[config.mk]
export PLATFORM = sky130hd
export DESIGN_NAME = i2cx_dual_buf
export DESIGN_NICKNAME = d
export VERILOG_FILES = /design/src/rtl/i2cx_pkg.sv /design/src/rtl/i2cx_txq.sv /design/src/rtl/i2cx_flags.sv /design/src/rtl/i2cx_rxhold.sv /design/src/rtl/i2cx_dual_buf.sv
export SDC_FILE = /design/constraint.sdc
export NUM_CORES = 1
export LEC_CHECK = 0
export BUFFER_PORTS_ARGS = -buffer_cell sky130_fd_sc_hd__buf_2
export CELL_PAD_IN_SITES_DETAIL_PLACEMENT = 1
export CELL_PAD_IN_SITES_GLOBAL_PLACEMENT = 2
export CORE_UTILIZATION = 31
export CTS_CLUSTER_SIZE = 14
export DETAILED_ROUTE_END_ITERATION = 10
export PLACE_DENSITY_LB_ADDON = 0.1
export SYNTH_ARGS = -nofsm -noshare
export SYNTH_HDL_FRONTEND = slang
export SYNTH_SLANG_ARGS = --single-unit
[constraint.sdc]
create_clock -name clk -period 2.65 [get_ports clk]
set_clock_uncertainty 0.2 [all_clocks]
set_input_delay 0 -clock clk [delete_from_list [all_inputs] [get_ports clk]]
set_output_delay 0 -clock clk [all_outputs]
set_load 0.1 [all_outputs]
[src/rtl/i2cx_pkg.sv]
// Shared definitions for the double-buffered I2C data register.
// Assumes an 8-bit data register and a two-bit error clear mask.
package i2cx_pkg;
    localparam int DATA_W      = 8;
    localparam int CLR_OVF_BIT = 0;
    localparam int CLR_UNF_BIT = 1;
    localparam int CLR_W       = 2;

    typedef struct packed {
        logic done;
        logic ovf;
        logic unf;
    } flag_t;
endpackage

[src/rtl/i2cx_txq.sv]
// Transmit queue: a small circular buffer with a run-time capacity limit.
// Assumes cap never exceeds DEPTH. A pop of an empty queue shows FILL on
// the head and changes nothing; a push is taken only when there is room.
module i2cx_txq #(
    parameter int DW    = 8,
    parameter int DEPTH = 2,
    parameter logic [DW-1:0] FILL = '1,
    localparam int PW = (DEPTH > 1) ? $clog2(DEPTH) : 1,
    localparam int CW = $clog2(DEPTH + 1)
) (
    input  logic          clk,
    input  logic          rst_n,
    input  logic          push,
    input  logic [DW-1:0] push_data,
    input  logic          pop,
    input  logic [CW-1:0] cap,
    output logic [DW-1:0] head,
    output logic [CW-1:0] count,
    output logic          has_room,
    output logic          is_empty
);
    logic [DW-1:0] mem [DEPTH];
    logic [PW-1:0] wptr, rptr;
    logic          do_push, do_pop;

    // Decode accepted operations from occupancy
    always_comb begin
        is_empty = (count == '0);
        has_room = (count < cap);
        do_push  = push && has_room;
        do_pop   = pop && !is_empty;
        head     = is_empty ? FILL : mem[rptr];
    end

    // One storage register per entry, written when the write pointer selects it
    for (genvar e = 0; e < DEPTH; e++) begin : g_ent
        always_ff @(posedge clk) begin
            if (!rst_n)
                mem[e] <= '0;
            else if (do_push && (wptr == PW'(e)))
                mem[e] <= push_data;
        end
    end

    // Advance pointers with wrap at DEPTH
    always_ff @(posedge clk) begin
        if (!rst_n) begin
            wptr <= '0;
            rptr <= '0;
        end else begin
            if (do_push)
                wptr <= (wptr == PW'(DEPTH - 1)) ? '0 : wptr + 1'b1;
            if (do_pop)
                rptr <= (rptr == PW'(DEPTH - 1)) ? '0 : rptr + 1'b1;
        end
    end

    // Occupancy count
    always_ff @(posedge clk) begin
        if (!rst_n)
            count <= '0;
        else if (do_push && !do_pop)
            count <= count + 1'b1;
        else if (do_pop && !do_push)
            count <= count - 1'b1;
    end
endmodule

[src/rtl/i2cx_flags.sv]
// Status flags: transfer complete and the two sticky error flags.
// Assumes single-cycle event strobes. A set event wins over a clear in the
// same cycle, so no event is lost.
module i2cx_flags
    import i2cx_pkg::*;
(
    input  logic             clk,
    input  logic             rst_n,
    input  logic             byte_done,
    input  logic             data_acc,
    input  logic             wr_refused,
    input  logic             req_empty,
    input  logic             clr_en,
    input  logic [CLR_W-1:0] clr_mask,
    output flag_t            flags
);
    // Update each flag: set has priority over clear
    always_ff @(posedge clk) begin
        if (!rst_n) begin
            flags <= '0;
        end else begin
            if (byte_done)
                flags.done <= 1'b1;
            else if (data_acc)
                flags.done <= 1'b0;

            if (wr_refused)
                flags.ovf <= 1'b1;
            else if (clr_en && clr_mask[CLR_OVF_BIT])
                flags.ovf <= 1'b0;

            if (req_empty)
                flags.unf <= 1'b1;
            else if (clr_en && clr_mask[CLR_UNF_BIT])
                flags.unf <= 1'b0;
        end
    end
endmodule

[src/rtl/i2cx_rxhold.sv]
// Receive holding register: captures the shifter's byte on its strobe.
// Assumes reads are non-destructive; only a new strobe changes the value.
module i2cx_rxhold #(
    parameter int DW = 8
) (
    input  logic          clk,
    input  logic          rst_n,
    input  logic          load,
    input  logic [DW-1:0] din,
    output logic [DW-1:0] dout
);
    // Capture a received byte
    always_ff @(posedge clk) begin
        if (!rst_n)
            dout <= '0;
        else if (load)
            dout <= din;
    end
endmodule

[src/rtl/i2cx_dual_buf.sv]
// Double-buffered I2C data register layer between CPU bus and byte shifter.
// Assumes the shifter pulses sh_tx_req once per byte it starts and expects
// sh_tx_byte in that same cycle. Capacity is PRE_DEPTH outside a matched
// frame and DEPTH inside one; CPU accesses never stall the shifter.
module i2cx_dual_buf
    import i2cx_pkg::*;
#(
    parameter int DEPTH     = 2,
    parameter int PRE_DEPTH = 1,
    parameter logic [DATA_W-1:0] FILL = '1,
    localparam int CW = $clog2(DEPTH + 1)
) (
    input  logic              clk,
    input  logic              rst_n,
    input  logic              cpu_wr_en,
    input  logic [DATA_W-1:0] cpu_wdata,
    input  logic              cpu_rd_en,
    output logic [DATA_W-1:0] cpu_rdata,
    input  logic              flag_clr_en,
    input  logic [CLR_W-1:0]  flag_clr_mask,
    output logic              tx_room,
    output logic              xfer_done,
    output logic              err_ovf,
    output logic              err_unf,
    input  logic              sh_tx_req,
    output logic [DATA_W-1:0] sh_tx_byte,
    input  logic              sh_rx_stb,
    input  logic [DATA_W-1:0] sh_rx_byte,
    input  logic              sh_byte_done,
    input  logic              sh_addr_match,
    input  logic              sh_frame_end
);
    logic          in_frame;
    logic [CW-1:0] q_cap;
    logic [CW-1:0] q_count;
    logic          q_empty;
    flag_t         flags;

    // Track whether the current frame has passed its address match
    always_ff @(posedge clk) begin
        if (!rst_n)
            in_frame <= 1'b0;
        else if (sh_addr_match)
            in_frame <= 1'b1;
        else if (sh_frame_end)
            in_frame <= 1'b0;
    end

    // Select queue capacity from frame state
    always_comb q_cap = in_frame ? CW'(DEPTH) : CW'(PRE_DEPTH);

    i2cx_txq #(
        .DW    (DATA_W),
        .DEPTH (DEPTH),
        .FILL  (FILL)
    ) u_q (
        .clk       (clk),
        .rst_n     (rst_n),
        .push      (cpu_wr_en),
        .push_data (cpu_wdata),
        .pop       (sh_tx_req),
        .cap       (q_cap),
        .head      (sh_tx_byte),
        .count     (q_count),
        .has_room  (tx_room),
        .is_empty  (q_empty)
    );

    i2cx_flags u_flags (
        .clk        (clk),
        .rst_n      (rst_n),
        .byte_done  (sh_byte_done),
        .data_acc   (cpu_wr_en || cpu_rd_en),
        .wr_refused (cpu_wr_en && !tx_room),
        .req_empty  (sh_tx_req && q_empty),
        .clr_en     (flag_clr_en),
        .clr_mask   (flag_clr_mask),
        .flags      (flags)
    );

    i2cx_rxhold #(.DW(DATA_W)) u_rx (
        .clk   (clk),
        .rst_n (rst_n),
        .load  (sh_rx_stb),
        .din   (sh_rx_byte),
        .dout  (cpu_rdata)
    );

    // Expose flag register fields
    always_comb begin
        xfer_done = flags.done;
        err_ovf   = flags.ovf;
        err_unf   = flags.unf;
    end
endmodule

==> Yosys cells after proc, flatten, opt, wreduce, memory -nomap -nowiden <==
Memories as Yosys holds them, arrays and structs flattened. A register that Yosys moved wholly into a read port is not among the register bits.
Index checks and enable logic that the tools add are counted.
W data, S select, Z words.
{ "classes": {"n_addsub": 4, "n_lt_le_gt_ge": 1, "n_mux": 25, "bitwise": 3, "reduce_logical": 21} }
{ "op_table": {"columns": ["op", "n"], "rows": [
  ["$mux W8", 3],
  ["$mux W1", 19],
  ["$logic_and A1 B1 Y1", 10],
  ["$reduce_bool A2 Y1", 5],
  ["$mux W2", 3],
  ["$logic_not A1 Y1", 4],
  ["$add A1 B1 Y1 const B", 2],
  ["$add A2 B1 Y2 const B", 1],
  ["$logic_not A2 Y1", 1],
  ["$lt A2 B2 Y1", 1],
  ["$or A1 B1 Y1", 2],
  ["$sub A2 B1 Y2 const B", 1],
  ["$logic_or A1 B1 Y1", 1],
  ["$not A1 Y1", 1]
]} }
{ "totals": {"register_bits": 16, "mem_bits_rw": 16, "out_inout_bits": 20, "wordCells": 63, "n_memories": 1} }
{ "memory_table": {"columns": ["memory", "words", "word_bits", "rd", "rd_clocked_by_memory_dff", "wr", "line_no", "text"], "rows": [
  ["u_q.mem", 2, 8, 1, 1, 2, "i2cx_txq.sv:22", "logic [DW-1:0] mem [DEPTH];"]
]} }

==> Depth between registers and ports, before layout <==
Gate-level depths: netlist of run 1.
{ "depth": {"word_depth": 8, "mapped_depth": 8} }

==> Cells and area by module <==
Synthesis of run 1 repeated with hierarchy kept, for this count alone.
{ "unflattened": {"cells_unflattened": 136, "area_unflattened_um2": 1488.9} }
{ "by_module_without_submodules": {"columns": ["mod", "n_inst", "cells_per_inst", "area_each_um2", "seq_area_each_um2"], "rows": [
  ["i2cx_txq", 1, 93, 1027.2, 580.6],
  ["i2cx_rxhold", 1, 25, 301.5, 160.2],
  ["i2cx_flags", 1, 11, 103.8, 60.1],
  ["i2cx_dual_buf", 1, 7, 56.3, 20.0]
]} }

==> Worst setup path after synthesis of run 1 <==
Ideal clock, no wire load.
{ "synth_timing": {"path_kind": "register to register", "start": "reg in_frame", "end": "reg u_flags.flags[1] (netlist name)", "setup_ps": 192, "t_arrival_ps": 2307, "slack_ps": -49, "path_stages_with_launch": 6, "synth_period_minus_slack_ps": 2699, "path_cell_list": "dfxtp_1 inv_1 ha_1 o21a_4 nor2_1 o21ai_0"} }
{ "synth_via": {"elab_chain_cells": 5} }
{ "synth_lines": {"columns": ["element", "line_no", "text"], "rows": [
  ["start: declaration", "i2cx_dual_buf.sv:33", "logic in_frame;"],
  ["start signal: assignment", "i2cx_dual_buf.sv:42", "in_frame <= 1'b0;"],
  ["start signal: assignment", "i2cx_dual_buf.sv:44", "in_frame <= 1'b1;"],
  ["start signal: assignment", "i2cx_dual_buf.sv:46", "in_frame <= 1'b0;"],
  ["$mux W2 (*)", "i2cx_dual_buf.sv:50", "always_comb q_cap = in_frame ? CW'(DEPTH) : CW'(PRE_DEPTH);"],
  ["$lt A2 B2 Y1 (*)", "i2cx_txq.sv:29", "has_room = (count < cap);"],
  ["named net tx_room", "i2cx_dual_buf.sv:21", "output logic tx_room,"],
  ["$logic_not A1 Y1 (*)", "i2cx_dual_buf.sv:74", ".wr_refused (cpu_wr_en && !tx_room),"],
  ["$logic_and A1 B1 Y1 (*)", "i2cx_dual_buf.sv:74", null],
  ["$mux W1 / $reduce_bool A2 Y1 (equally long branches)", null, null]
]} }
The timed path passes the listed nets; every way through them passes the cells marked *.
A chain may end at the register's enable or synchronous reset.

==> Worst setup path after layout of run 1 <==
{ "layout_timing": {"start": "reg in_frame", "end": "reg u_q.count[1]"} }
{ "layout_via": {"elab_chain_cells": 6} }
{ "layout_lines": {"columns": ["element", "line_no", "text"], "rows": [
  ["$mux W2 (*)", "i2cx_dual_buf.sv:50", null],
  ["$lt A2 B2 Y1 (*)", "i2cx_txq.sv:29", null],
  ["$logic_and A1 B1 Y1 (*)", "i2cx_txq.sv:30", "do_push = push && has_room;"],
  ["$logic_not A1 Y1", "i2cx_txq.sv:64", "else if (do_pop && !do_push)"],
  ["$logic_and A1 B1 Y1", "i2cx_txq.sv:64", null],
  ["$reduce_bool A2 Y1 (no line)", null, null],
  ["end signal: assignment", "i2cx_txq.sv:63", "count <= count + 1'b1;"],
  ["end signal: assignment", "i2cx_txq.sv:65", "count <= count - 1'b1;"],
  ["end: declaration", "i2cx_txq.sv:18", "output logic [CW-1:0] count,"]
]} }
Mark *: on every way between the ends. The rest lies on a longest branch, timed or not.

==> flow_summary.toml, run 1 <==
[outcome]
outcome = "finished, final reports clean"

[final_layout]
area_growth_syn_to_layout_pct = 58.31
fin_nets = 248
fin_area_mm2 = 0.002300
stdcell_count = 271
seq_area_um2 = 820.8
drive_above_1_share_pct = 27.40
nFillCells = 487
antenna_cells = 0
multiInputGateArea_um2 = 606.8

[power]
p_seq_share_pct = 31.3
intPower_w = 0.001180
p_comb_share_pct = 48.3
powerDensity_mw_per_mm2 = 975.8
ir_worst_vdd_mv = 0.4026
clockPowerShare_pct = 20.4
netSwitchingFraction_pct = 47.41
power.switching_w = 0.001064
leakage_nw = 0.9955
finalPower_w = 0.002244

[detailed_routing]
remaining_drc_errors = 0
vias = 1256
viasPerCell = 4.635
wl_mm = 3.967
post_drt_wl_per_cell_um = 14.64
dr.pass1.iters = 2
ant_nets = 0
drt_iter0_markers = 38

[cts]
cts.reportedPaths.clkPinSlew_ps = 70
post_cts_buffers = 0
ctsResizeCount = 0
cts_htree_levels = 2
ctsHoldBuffers = 45
cts-buffers-inserted = 5
cts.sinks = 33
clock_path_buffers = 2
cts.root.buffer_cell = "clkbuf_8"
insertion_delay_ps = 280
cts_tree = "yes"

[worst_setup_path]
path_class = "flip-flop to flip-flop"
endpoint_kind = "flip-flop"
arrival_ps = 2380
critPathLaunchType = "flip-flop"
required_ps = 2660
crit_fanout = 5

[job]
cap_violations = 0

[synth]
synth-seq-cells = 33
yosysTopAreaCell = "edfxtp_1"
synthCells = 123
synth_fp_nets = 153
yosysWarnings = 0
yosysTopAreaCellShare_pct = 33.07
synth_area_leaders = "edfxtp_1, dfxtp_1, mux2i_1"
syn_area_per_cell_um2 = 11.81
synth-seq-area-share_pct = 56.50
synth_area_mm2 = 0.001453
synth_cell_type_count = 28

[timing]
setup_slack_ps = 273.3
grt_setup_unrepaired = "no"
finalSetupViolCount = 0
fmax_mhz = 420.8
finalSetupTns_ps = 0
tightestPinTransition_ps = 485.9
hold_viol = 0
min_period_ps = 2377
fin_crit_sh_pct = 89.69
max-slew-margin-rel_pct = 67.56
maxSlewViolCount = 0

[floorplanning]
fp.coreArea_mm2 = 0.004414
initial_core_util_pct = 32.91
die_w_um = 70.46
rows = 24
dieArea_mm2 = 0.004964
die_y_um = 70.46
num_io_pins = 48

[placement]
place_area_mm2 = 0.001743
dp_worst_setup_slack_ps = 251.9
io_buffers = 47
routabilityCongestion = 0.7145
dp_hpwl_mm = 2.358
dp_cells = 218

[grt]
grt_pass1_vias = 1429
overflow = 0
grt_max_degree = 21
grt_use_total_pct = 17.90
grt_pass1_wl_mm = 6.658
antenna_found_initial = 0

[worst_hold_path]
hold_class = "input pin to flip-flop"
## cell usage after synthesis (all sizes together)
master	n
a21oi	1
ha	2
or2	1
mux2i	16
a21bo	1
o21a	2
edfxtp	16
a21boi	1
buf	1
o21bai	1
dfxtp	17
o21ai	3
nor2b	10
nand2	12
a22oi	1
and2	19
inv	2
xor2	1
nor2	4
xnor2	2
or3	1
clkbuf	4
o41ai	1
nor4	1
nor3	1
nand3	1
nor4b	1
## worst max-delay path, stage by stage, from the launching register on
cell and delay [ps]:
dfxtp_1 350, inv_1 60, ha_1 300, o21a_4 150
nor3_1 330, ha_1 340, or3_1 380, a21boi_0 180
## per-layer routing
metal	global-route usage, %	wire (um)	up-vias
met5	0	0	-
li1	-	-	610
met4	8.000	63	0
met1	17.81	1485	601
met3	4.906	199	6
met2	33.97	2218	39
## placed cells by master, fill, tap and decap left out, types with 2 or more instances in the layout
| cell | count |
|---|---|
| buf_2 | 47 |
| ha_1 | 2 |
| edfxtp_1 | 16 |
| mux2i_1 | 16 |
| inv_1 | 2 |
| o21ai_0 | 3 |
| dfxtp_1 | 17 |
| xnor2_1 | 2 |
| nand2_1 | 12 |
| dlygate4sd3_1 | 45 |
| nor2_1 | 3 |
| and2_1 | 19 |
| clkbuf_8 | 5 |
| nor2b_1 | 10 |
## flip-flops by register name, indices dropped and copies added, names as in the netlist, named ones only
| register | count |
|---|---|
| in_frame | 1 |
| u_flags.flags | 3 |
| u_q.count | 2 |
| u_q.mem | 16 |
| u_q.rptr | 1 |
| u_q.wptr | 1 |
| u_rx.dout | 8 |
## cell type report
cell class                      instances  share of cell area (%)
Clock inverter                          2                   1.469
Timing Repair Buffer                   93                   30.14
Tap cell                               52                   2.829
Multi-Input combinational cell         83                   26.39
Sequential cell                        33                   35.69
Clock buffer                            6                   3.156
Inverter                                2                  0.3264
## cell families after synthesis
family,Yosys count,share of synthesized area (%)
XOR/XNOR,3,1.809
AO/OA/AOI/OAI,11,5.771
buffers and inverters,7,1.894
adder cells (fa/ha/maj),2,1.722
flip-flops,33,56.50
multiplexers,16,11.02
AND/OR/NAND/NOR,51,21.27
## path summary, 6_finish.rpt
check / startpoint / endpoint / slack (ps) / cells after the start
worst max-delay path: in_frame / u_q.count[1] / 270 / 7
worst min-delay path: cpu_wdata[0] / u_q.mem[0][0] / 350 / 3
worst max register to register: in_frame / u_q.count[1] / 270 / 7
worst min register to register: u_q.wptr / u_q.wptr / 360 / 2
## stage by stage
step	hold WS [ps]	util, %
final	345.8	52.10
after global routing	358.6	52.10
after CTS	346.2	52.10
after detailed placement	20.05	39.48
after global placement	31.06	39.48
after floorplan	-76.19	-
## power groups by stage
stage	Sequential, W	Combinational, W	Clock (W)
after floorplan	0.000796	0.000763	0
after global placement	0.000708	0.000996	0
after detailed placement	0.000715	0.00102	0
after CTS	0.000706	0.00109	0.000472
after global routing	0.000718	0.00113	0.000489
final	0.000702	0.00108	0.000459
No activity file was read; power rests on OpenSTA's default activity.
==> inputs of run 2 (changes only) <==
--- a/config.mk
+++ b/config.mk
@@ -8,10 +8,11 @@
 export BUFFER_PORTS_ARGS = -buffer_cell sky130_fd_sc_hd__buf_2
 export CELL_PAD_IN_SITES_DETAIL_PLACEMENT = 1
 export CELL_PAD_IN_SITES_GLOBAL_PLACEMENT = 2
-export CORE_UTILIZATION = 31
+export CORE_UTILIZATION = 30
 export CTS_CLUSTER_SIZE = 14
 export DETAILED_ROUTE_END_ITERATION = 10
 export PLACE_DENSITY_LB_ADDON = 0.1
 export SYNTH_ARGS = -nofsm -noshare
 export SYNTH_HDL_FRONTEND = slang
+export SYNTH_HIERARCHICAL = 1
 export SYNTH_SLANG_ARGS = --single-unit
==> flow_summary.toml, run 2 <==
[outcome]
outcome = "finished, final reports clean"

[worst_setup_path]
crit_path_frequent_cell = "ha_1"
crit_buf_inv = 1
worstPathCellList = "inv_1 > ha_1 > nand2b_1 > a21oi_1 > ha_1 > or3_1 > a21boi_0"
path_delay_family = "simple AND/OR/NAND/NOR gates"
path_class = "flip-flop to flip-flop"
required_ps = 2640
cp_slowest_cell = "or3_1"
critPathLaunchType = "flip-flop"
critical-path-max-stage-delay_ps = 390
endpoint_kind = "flip-flop"
crit_fanout = 3
arrival_ps = 2270

[floorplanning]
die_w_um = 72.45
initial_core_util_pct = 31.32
die_y_um = 72.45
dieArea_mm2 = 0.005249
rows = 25
num_io_pins = 48
fp.coreArea_mm2 = 0.004755

[power]
ir_worst_vdd_mv = 0.4538
finalPower_w = 0.002144
powerDensity_mw_per_mm2 = 984.8
leakage_nw = 0.9619

[synth]
synth_area_leaders = "edfxtp_1, dfxtp_1, mux2i_1"
synth-seq-area-share_pct = 55.13
synth_area_mm2 = 0.001489
synth-edff-count = 16
synth_fp_nets = 166
yosysWarnings = 6
synth-seq-cells = 33
synth_most_common_cell = "nand2_1"
synthArstFlopShare_pct = 0
yosysTopAreaCellShare_pct = 32.27
yosysTopAreaCell = "edfxtp_1"
synthFlopType = "dfxtp_1"
syn_area_per_cell_um2 = 10.95
synthCells = 136
synth_cell_type_count = 27
synth.top_cells.by_count = "nand2_1, dfxtp_1, mux2i_1, edfxtp_1, nor2b_1"

[cts]
cts_tree = "yes"
cts-buffers-inserted = 5
insertion_delay_ps = 280
cts.root.buffer_cell = "clkbuf_8"
clock_path_buffers = 2
cts.sinks = 33
cts.reportedPaths.clkPinSlew_ps = 70
cts_htree_levels = 2

[timing]
fmax_mhz = 439.5
max-slew-margin-rel_pct = 65.00
tightestPinTransition_ps = 525.0
finalSetupTns_ps = 0
min_period_ps = 2276
maxSlewViolCount = 0
grt_setup_unrepaired = "no"
hold_viol = 0
finalSetupViolCount = 0
fin_crit_sh_pct = 85.87

[detailed_routing]
ant_nets = 0
viasPerCell = 4.303
dr.pass1.iters = 4
drt_iter0_markers = 50
wl_mm = 3.824
post_drt_wl_per_cell_um = 13.46
remaining_drc_errors = 0
vias = 1222

[final_layout]
multiInputGateArea_um2 = 611.8
largest-register = "u_q/mem"
antenna_cells = 0
top_regs = "u_q/mem x16, u_rx/dout x8, u_flags/flags x3"
layout.cells.most_common = "buf_2"
area_growth_syn_to_layout_pct = 46.22
nFillCells = 551
fin_area_mm2 = 0.002177
fin_nets = 246
final_cell_mix = "buf_2, dlygate4sd3_1, nand2_1"
drive_above_1_share_pct = 28.11
largest_reg_flops = 16
seq_area_um2 = 820.8

[grt]
antenna_found_initial = 0
grt_pass1_vias = 1296
grt_max_degree = 37
overflow = 0
grt_pass1_wl_mm = 6.354
grt_use_total_pct = 16.55

[job]
cap_violations = 0

[worst_hold_path]
hold_class = "input pin to flip-flop"

[placement]
dp_hpwl_mm = 2.654
io_buffers = 47
routabilityCongestion = 0.7796
place_area_mm2 = 0.001774
## run 2: through the flow
| stage | setup slack (ps) | utilization, % | hold WS (ps) | std cells |
|---|---|---|---|---|
| 6_report | 374.4 | 45.79 | 27.04 | 284 |
| 5_1_grt | 215.7 | 45.79 | 78.48 | 284 |
| 4_1_cts | 354.6 | 45.79 | 32.49 | 284 |
| 3_5_place_dp | 375.6 | 37.32 | 1.133 | 244 |
| 3_3_place_gp | 537.6 | 37.32 | -3.076 | 244 |
| 2_1_floorplan | 331.2 | - | -91.98 | 136 |
## run 2: layout make-up
type / instances / area share [%]
Clock buffer: 6 / 3.333
Clock inverter: 2 / 0.4598
Inverter: 6 / 1.034
Multi-Input combinational cell: 91 / 28.10
Sequential cell: 33 / 37.70
Tap cell: 67 / 3.851
Timing Repair Buffer: 79 / 25.52
## run 2: timing repair
| item | in CTS | in global routing |
|---|---|---|
| setup buffers | 0 | 0 |
| hold buffers | 32 | 0 |
| resized for setup | 0 | 0 |
| endpoints found under the hold margin | 28 | 0 |
## run 2: power by group
group	total (W)	internal (W)	leakage, nW	switching (W)
clock	0.000370	0.000182	0.0450	0.000188
sequential	0.000702	0.000632	0.309	0.0000699
combinational	0.00107	0.000257	0.608	0.000814
total	0.00214	0.00107	0.962	0.00107
## run 2: cell families after synthesis
kind of cell / after synthesis / share of synthesized area [%]
AOI/OAI and AO/OA: 13 / 6.303
and+or+nand+nor: 56 / 19.66
adders and majority gates: 2 / 1.680
xor gates and xnor gates: 3 / 1.765
DFF: 33 / 55.13
muxes: 17 / 11.43
buffers and inverters: 12 / 4.033
## run 2: tightest hold or removal path, cell delays in order
cell and delay [ps]:
buf_2 270, nand2_1 130, mux2i_1 50
## run 2: path summary, 6_finish.rpt
check | from | endpoint | slack [ps] | cells past startpoint
setup / recovery | in_frame | u_q/count[1] | 370 | 7
hold / removal | rst_n | u_q/wptr | 30 | 3
setup reg to reg | in_frame | u_q/count[1] | 370 | 7
hold reg to reg | u_q/wptr | u_q/wptr | 320 | 2
## run 2: routing by layer
layer | vias to the layer above | GRT usage, % | wire (um)
met5 | - | 0 | 0
met4 | 0 | 6.536 | 57
met3 | 5 | 4.306 | 144
met2 | 26 | 26.69 | 1796
met1 | 572 | 21.20 | 1826
li1 | 619 | - | -
